File: config.mk
export PLATFORM = sky130hd
export DESIGN_NAME = gpio_chg_port
export DESIGN_NICKNAME = d
export VERILOG_FILES = /design/src/rtl/gpio_pkg.sv /design/src/rtl/gpio_sync.sv /design/src/rtl/gpio_chg_detect.sv /design/src/rtl/gpio_chg_port.sv
export SDC_FILE = /design/constraint.sdc
export NUM_CORES = 1
export LEC_CHECK = 0
export BUFFER_PORTS_ARGS = -buffer_cell sky130_fd_sc_hd__buf_2
export CORE_ASPECT_RATIO = 1.4
export CORE_MARGIN = 5
export CORE_UTILIZATION = 40
export CTS_CLUSTER_DIAMETER = 60
export CTS_CLUSTER_SIZE = 8
export DETAILED_ROUTE_END_ITERATION = 10
export PLACE_DENSITY_LB_ADDON = 0.3
export SYNTH_ARGS = -nofsm -noshare
export SYNTH_HDL_FRONTEND = slang
export SYNTH_SLANG_ARGS = --single-unit
File: constraint.sdc
create_clock -name clk -period 1.7 [get_ports clk]
set_input_delay 0.085 -clock clk [delete_from_list [all_inputs] [get_ports clk]]
set_output_delay 0.085 -clock clk [all_outputs]
set_load 0.02 [all_outputs]
File: src/rtl/gpio_pkg.sv
package gpio_pkg;
  typedef enum logic [1:0] {
    A_PORT = 2'd0,
    A_LAT  = 2'd1,
    A_DIR  = 2'd2,
    A_CTRL = 2'd3
  } gpio_addr_e;

  localparam int CTRL_FLAG  = 0;
  localparam int CTRL_IE    = 1;
  localparam int CTRL_PUOFF = 2;
endpackage

File: src/rtl/gpio_sync.sv
module gpio_sync #(
  parameter int W      = 8,
  parameter int STAGES = 2
) (
  input  logic         clk,
  input  logic         rst,
  input  logic [W-1:0] d,
  output logic [W-1:0] q
);
  logic [W-1:0] chain [STAGES];

  always_ff @(posedge clk) begin
    if (rst) begin
      for (int i = 0; i < STAGES; i++) chain[i] <= '0;
    end else begin
      chain[0] <= d;
      for (int i = 1; i < STAGES; i++) chain[i] <= chain[i-1];
    end
  end

  assign q = chain[STAGES-1];
endmodule

File: src/rtl/gpio_chg_detect.sv
module gpio_chg_detect #(
  parameter int N = 4
) (
  input  logic         clk,
  input  logic         rst,
  input  logic [N-1:0] sync_hi,
  input  logic [N-1:0] dir_hi,
  input  logic         access,
  input  logic         clr_wr,
  input  logic         clr_val,
  output logic         flag
);
  logic [N-1:0] snap;
  logic [N-1:0] diff;
  logic         mismatch;

  assign diff     = (sync_hi ^ snap) & dir_hi;
  assign mismatch = |diff;

  always_ff @(posedge clk) begin
    if (rst) snap <= '0;
    else if (access) snap <= sync_hi;
  end

  always_ff @(posedge clk) begin
    if (rst) flag <= 1'b0;
    else if (mismatch) flag <= 1'b1;
    else if (clr_wr && !clr_val) flag <= 1'b0;
  end

  AST_FLAG_SET: assert property (@(posedge clk) disable iff (rst)
    mismatch |=> flag);
  AST_FLAG_PERSIST: assert property (@(posedge clk) disable iff (rst)
    (mismatch && clr_wr && !clr_val) |=> flag);
  AST_SNAP_LOAD: assert property (@(posedge clk) disable iff (rst)
    access |=> (snap == $past(sync_hi)));
  AST_NO_SPURIOUS: assert property (@(posedge clk) disable iff (rst)
    (!flag && ((sync_hi ^ snap) & dir_hi) == '0) |=> !flag);
endmodule

File: src/rtl/gpio_chg_port.sv
module gpio_chg_port
  import gpio_pkg::*;
#(
  parameter int W           = 8,
  parameter int CHG_LO      = 4,
  parameter int SYNC_STAGES = 2
) (
  input  logic         clk,
  input  logic         rst,
  input  logic [1:0]   bus_addr,
  input  logic         bus_wr,
  input  logic         bus_rd,
  input  logic [W-1:0] bus_wdata,
  output logic [W-1:0] bus_rdata,
  input  logic [W-1:0] pin_in,
  output logic [W-1:0] pin_oe,
  output logic [W-1:0] pin_out,
  output logic [W-1:0] pin_pu,
  output logic         irq
);
  localparam int NCHG = W - CHG_LO;

  logic [W-1:0] dir_q, lat_q, pin_s;
  logic         ie_q, puoff_q, flag;
  logic         sel_port, sel_lat, sel_dir, sel_ctrl, port_access;

  assign sel_port    = (bus_addr == A_PORT);
  assign sel_lat     = (bus_addr == A_LAT);
  assign sel_dir     = (bus_addr == A_DIR);
  assign sel_ctrl    = (bus_addr == A_CTRL);
  assign port_access = sel_port && (bus_wr || bus_rd);

  gpio_sync #(.W(W), .STAGES(SYNC_STAGES)) u_sync (
    .clk(clk), .rst(rst), .d(pin_in), .q(pin_s)
  );

  gpio_chg_detect #(.N(NCHG)) u_chg (
    .clk     (clk),
    .rst     (rst),
    .sync_hi (pin_s[W-1:CHG_LO]),
    .dir_hi  (dir_q[W-1:CHG_LO]),
    .access  (port_access),
    .clr_wr  (bus_wr && sel_ctrl),
    .clr_val (bus_wdata[CTRL_FLAG]),
    .flag    (flag)
  );

  always_ff @(posedge clk) begin
    if (rst) begin
      dir_q   <= '1;
      lat_q   <= '0;
      ie_q    <= 1'b0;
      puoff_q <= 1'b1;
    end else if (bus_wr) begin
      if (sel_port || sel_lat) lat_q <= bus_wdata;
      if (sel_dir) dir_q <= bus_wdata;
      if (sel_ctrl) begin
        ie_q    <= bus_wdata[CTRL_IE];
        puoff_q <= bus_wdata[CTRL_PUOFF];
      end
    end
  end

  logic [W-1:0] ctrl_rd;
  always_comb begin
    ctrl_rd             = '0;
    ctrl_rd[CTRL_FLAG]  = flag;
    ctrl_rd[CTRL_IE]    = ie_q;
    ctrl_rd[CTRL_PUOFF] = puoff_q;
  end

  always_ff @(posedge clk) begin
    if (rst) bus_rdata <= '0;
    else if (bus_rd) begin
      unique case (bus_addr)
        A_PORT:  bus_rdata <= pin_s;
        A_LAT:   bus_rdata <= lat_q;
        A_DIR:   bus_rdata <= dir_q;
        default: bus_rdata <= ctrl_rd;
      endcase
    end
  end

  assign pin_oe  = ~dir_q;
  assign pin_out = lat_q;
  assign pin_pu  = dir_q & {W{~puoff_q}};
  assign irq     = flag & ie_q;

  AST_LAT_LOAD: assert property (@(posedge clk) disable iff (rst)
    (bus_wr && (sel_port || sel_lat)) |=> (pin_out == $past(bus_wdata)));
  AST_DIR_LOAD: assert property (@(posedge clk) disable iff (rst)
    (bus_wr && sel_dir) |=> (pin_oe == ~$past(bus_wdata)));
endmodule

Word-level counts from Yosys, hierarchy flattened. Memory sizes are Yosys's and may differ from the RTL's. Index checks and enable logic that the tools add are counted.

Latch bits: 0. Word-level logic and storage cells: 39. Memories kept: 1. Bits in read-only memories: 0. Output and inout port bits: 33. Bits in writable memories: 16. Bits in registers: 31. Input port bits: 22.

Memories: u_sync.chain (depth 2, bits a word 8, rd ports 2, clocked after memory_dff 0, wr ports 2, line gpio_sync.sv:10) `logic [W-1:0] chain [STAGES];`.

Muxes and demuxes: 8. Reductions and logical operators: 12. Eq/ne operators: 3. Shift operators: 0. Div/mod/pow operators: 0. $add $sub $neg: 0. Order comparisons: 0. Bitwise logic cells: 8. Multipliers: 0.

Operator list (count): $pmux W8 S3 (1); $mux W8 (2); $and A8 B8 Y8 (1); $not A8 Y8 (1); $reduce_and A2 Y1 (3); $mux W1 (5); $and A4 B4 Y4 (1); $eq A2 B2 Y1 const B (2); $reduce_or A4 Y1 (1); $xor A4 B4 Y4 (1); $logic_and A1 B1 Y1 (3); $eq A2 B1 Y1 const B (1); $logic_not A2 Y1 (1); $logic_or A1 B1 Y1 (2); $or A1 B1 Y1 (2); $reduce_bool A2 Y1 (1); $and A1 B1 Y1 (1); $logic_not A1 Y1 (1); $not A1 Y1 (1).

Longest topological paths before layout.
Depth in word-level cells: 5. Mapped depth: 5. Depth with buffers taken out: 3.

Hierarchy. A second synthesis with hierarchy kept.

Cell total of the unflattened synthesis: 194. Area total of the unflattened synthesis: 1960.6 um2.

Modules (own cells, without submodules): gpio_chg_port (area an instance 1213.7 um2, cells an instance 130, sequential area each 520.5 um2, instances 1); gpio_sync (area an instance 524.3 um2, cells an instance 41, sequential area each 320.3 um2, instances 1); gpio_chg_detect (area an instance 222.7 um2, cells an instance 23, sequential area each 100.1 um2, instances 1).

Worst setup path after synthesis. Ideal clock, no wire load.

Path type: register -> register. Start point: register puoff_q. End point: register bus_rdata[2]. Data arrival time: 1.087 ns. Stages on the path, launching flop included: 5. Clock period less this slack: 1.214 ns. Setup time: 0.128 ns. Data required time: 1.572 ns. Path buffers: 1. Setup slack: 0.486 ns. Path through: dfxtp_1 clkbuf_1 mux4_2 mux2i_1 nor2_1.

Longest elaborated chain between the ends: 1.

RTL lines: from (decl) (line gpio_chg_port.sv:24) `logic ie_q, puoff_q, flag;`; from (signal assigned) (line gpio_chg_port.sv:59) `puoff_q <= bus_wdata[CTRL_PUOFF];`; $pmux W8 S3 (line gpio_chg_port.sv:75) `unique case (bus_addr)`; to (signal assigned) (line gpio_chg_port.sv:76) `A_PORT: bus_rdata <= pin_s;`; to (signal assigned) (line gpio_chg_port.sv:77) `A_LAT: bus_rdata <= lat_q;`; to (signal assigned) (line gpio_chg_port.sv:78) `A_DIR: bus_rdata <= dir_q;`; to (decl) (line gpio_chg_port.sv:14) `output logic [W-1:0] bus_rdata,`.

Every way passes these cells. A chain may end at the register's enable or synchronous reset.

Final worst setup path.
Start point: register puoff_q. End point: output port pin_pu[7].

Longest elaborated chain between the ends: 2.

RTL lines: $not A1 Y1 (line gpio_chg_port.sv:86) `assign pin_pu = dir_q & {W{~puoff_q}};`; $and A8 B8 Y8 (line gpio_chg_port.sv:86); to (decl) (line gpio_chg_port.sv:18) `output logic [W-1:0] pin_pu,`.

Every way passes these cells.

==> reports/results.txt <==
status - finished, final reports clean
gpl congestion - 0.757
Post-Route WL - 4.19 mm
Yosys top cell area share - 0.500
row cnt - 29
clock-pin slew on the worst setup and hold paths - 0.08 ns
Main synth FF type - dfxtp_1
Pwr Density - 907 mW/mm²
Worst R2R End - bus_rdata[0]
Final Power - 2130 µW
PortBufs - 54
element type at the critical path start - register
layout cells sized above 1 - 0.283
HP Start - pin_in[6]
Final min period - 1.12 ns
clk sink count - 47
first-pass GRT wire length - 6.96 mm
clk buf depth - 2
R2R depth - 3
DRC - 0
post-route setup TNS - 0 ns
ranking of synthesized cells by area - dfxtp_1 50%, mux2i_1 9.6%, nor2b_1 5.7%
Worst Hold Class - in2reg
Max Cap Violations - 0
RSZ-0062 raised after global routing - no
syn nets - 206
critical path class - reg2out
die area - 0.00620 mm²
Die Span X - 68.0 µm
Synth Area per Inst - 10.2 µm²
dpl cells - 291
Clk pwr share - 0.296
Post-Synthesis Cells - 184
sequential fraction of the synthesis area - 0.500
total track usage - 0.146
YS warnings - 0
root buf cell - clkbuf_8
Pins Over Slew Limit - 0
Hold Crit Depth - 2
Critical Path End Type - output port
most frequent cell after synthesis - dfxtp_1
CTS H-tree lvls - 2
Synth Cell Area - 0.00188 mm²
non-filler instance count after layout - 306
#FFs+latches synth - 47
remaining antenna violation count - 0
Crit path arrival time - 1.04 ns
Net Sw Frac - 0.256
Synth cell types - 28
Initial Utilization - 0.415
switching pwr - 544 µW
Synth-to-Final Area Change - 24.7%
final setup vio count - 0
relative slew slack - 0.721
largest net degree at the start of global routing - 32
drt wl/cell - 13.7 µm
Nets - 265
Layout Skew - 0.00885 ns
DR iter-0 viols - 53
Hold Violations, Final - 0
vias in the first global route - 1413
Combinational Power Share - 0.145
Req. time, crit path - 1.62 ns
P_int - 1580 µW
CTS buffer count - 5
ys async rst share - 0
number of flops mapped to enable cells by yosys - 0
Seq pwr share - 0.558
grt ovf - 0
Die Ht - 91.2 µm
hold-critical path endpoint - u_sync.chain[0][6]
fmax - 892 MHz
CP max FO - 9
initial antenna violation count - 0
RR Startpoint - dir_q[0]
Least-Margin Pin Slew - 0.417 ns
Vias/cell - 4.80
core area - 0.00454 mm²
HPWL Detailed - 2.99 mm
n_diodes - 0
internal reg-to-reg setup slack - 0.61 ns
Leak - 0.00118 µW
TritonCTS clock tree - built
post-synth top area cell - dfxtp_1
VDD IR-drop max - 0.000450 V
routed via count - 1470
most frequent cells after synthesis - 47 x dfxtp_1, 26 x nor2_1, 18 x mux2i_1
period utilisation layout - 0.660
Ports - 55
drt pass-1 iters - 3
later-pin clock latency in the skew report - 0.30 ns
[metal layers]
metal | GRT usage | share of wire | vias to the layer above
li1 | - | - | 744
met1 | 0.186 | 0.45 | 669
met2 | 0.224 | 0.46 | 45
met3 | 0.0420 | 0.065 | 12
met4 | 0.0680 | 0.027 | 0
met5 | 0 | 0 | -
[repair_timing]
item	4_1_cts	5_1_grt
gates resized for setup	0	0
hold endpoints to repair	7	0
hold buffers	7	0
buffers inserted	0	0
[stage by stage]
stage	hold slack (ns)	worst slack [ns]	utilization	instance area (µm²)
3_5_place_dp	0.297	0.362	0.484	2190
6_report	0.0188	0.579	0.517	2350
2_1_floorplan	0.213	0.486	-	1880
4_1_cts	0.0277	0.555	0.517	2350
3_3_place_gp	0.292	0.411	0.484	2190
5_1_grt	0.0457	0.467	0.517	2350
[cell type report]
type / instances / area [µm²]
flip-flops and latches: 47 / 941
clock buffers: 7 / 76.3
fillers: 440 / 2190
repair buffers: 65 / 383
clock inverters: 1 / 5.00
well taps: 62 / 77.6
inverters: 8 / 30.0
multi-input cells: 116 / 833
[worst max-delay path: stages (launching register included)]
cell and delay (ns):
dfxtp_1 0.31, buf_4 0.17, nor2_1 0.10, buf_2 0.17
[layout by cell type (no fill, tap or decap), drive strengths merged]
| cell | count |
|---|---|
| a211o | 8 |
| and2 | 1 |
| xor2 | 4 |
| and3 | 8 |
| nor2 | 26 |
| inv | 8 |
| dlygate4sd3 | 7 |
| a31oi | 1 |
| o21ai | 5 |
| mux2i | 18 |
| nand2b | 1 |
| nand2 | 1 |
| a21oi | 4 |
| mux4 | 3 |
| nand3 | 1 |
| nor2b | 18 |
| dfxtp | 47 |
| a211oi | 5 |
| a22oi | 2 |
| clkinv | 1 |
| clkbuf | 7 |
| or2 | 1 |
| buf | 58 |
| a2bb2oi | 5 |
| or3b | 4 |
[worst max-delay path by stage]
stage	slack, ns	end	from
3_3_place_gp	0.41	dir_q[0]	bus_addr[1]
4_1_cts	0.55	pin_pu[7]	puoff_q
6_report	0.58	pin_pu[7]	puoff_q
3_5_place_dp	0.36	dir_q[3]	bus_addr[1]
2_1_floorplan	0.49	bus_rdata[2]	puoff_q
5_1_grt	0.47	pin_pu[7]	puoff_q
[power groups by stage]
| stage | sequential (µW) | combinational (µW) | clock (µW) |
|---|---|---|---|
| finish | 1190 | 309 | 630 |
| global route | 1200 | 338 | 714 |
| CTS | 1190 | 312 | 656 |
| detailed placement | 1210 | 299 | 0 |
| global placement | 1210 | 295 | 0 |
| floorplan | 1230 | 178 | 0 |
[flip-flops by register name, summed over array words and instances, names as in the netlist]
register / flops
dir_q: 8
u_chg.snap: 4
u_sync.chain: 16
puoff_q: 1
ie_q: 1
bus_rdata: 8
u_chg.flag: 1
pin_out: 8
[logic make-up after synthesis]
group,after synthesis,share of synthesized area
compound gates,30,0.116
xor+xnor,4,0.0186
buf+inv,21,0.0572
flops,47,0.500
mux,21,0.132
simple gates,61,0.177
(Power assumes the default switching activity.)
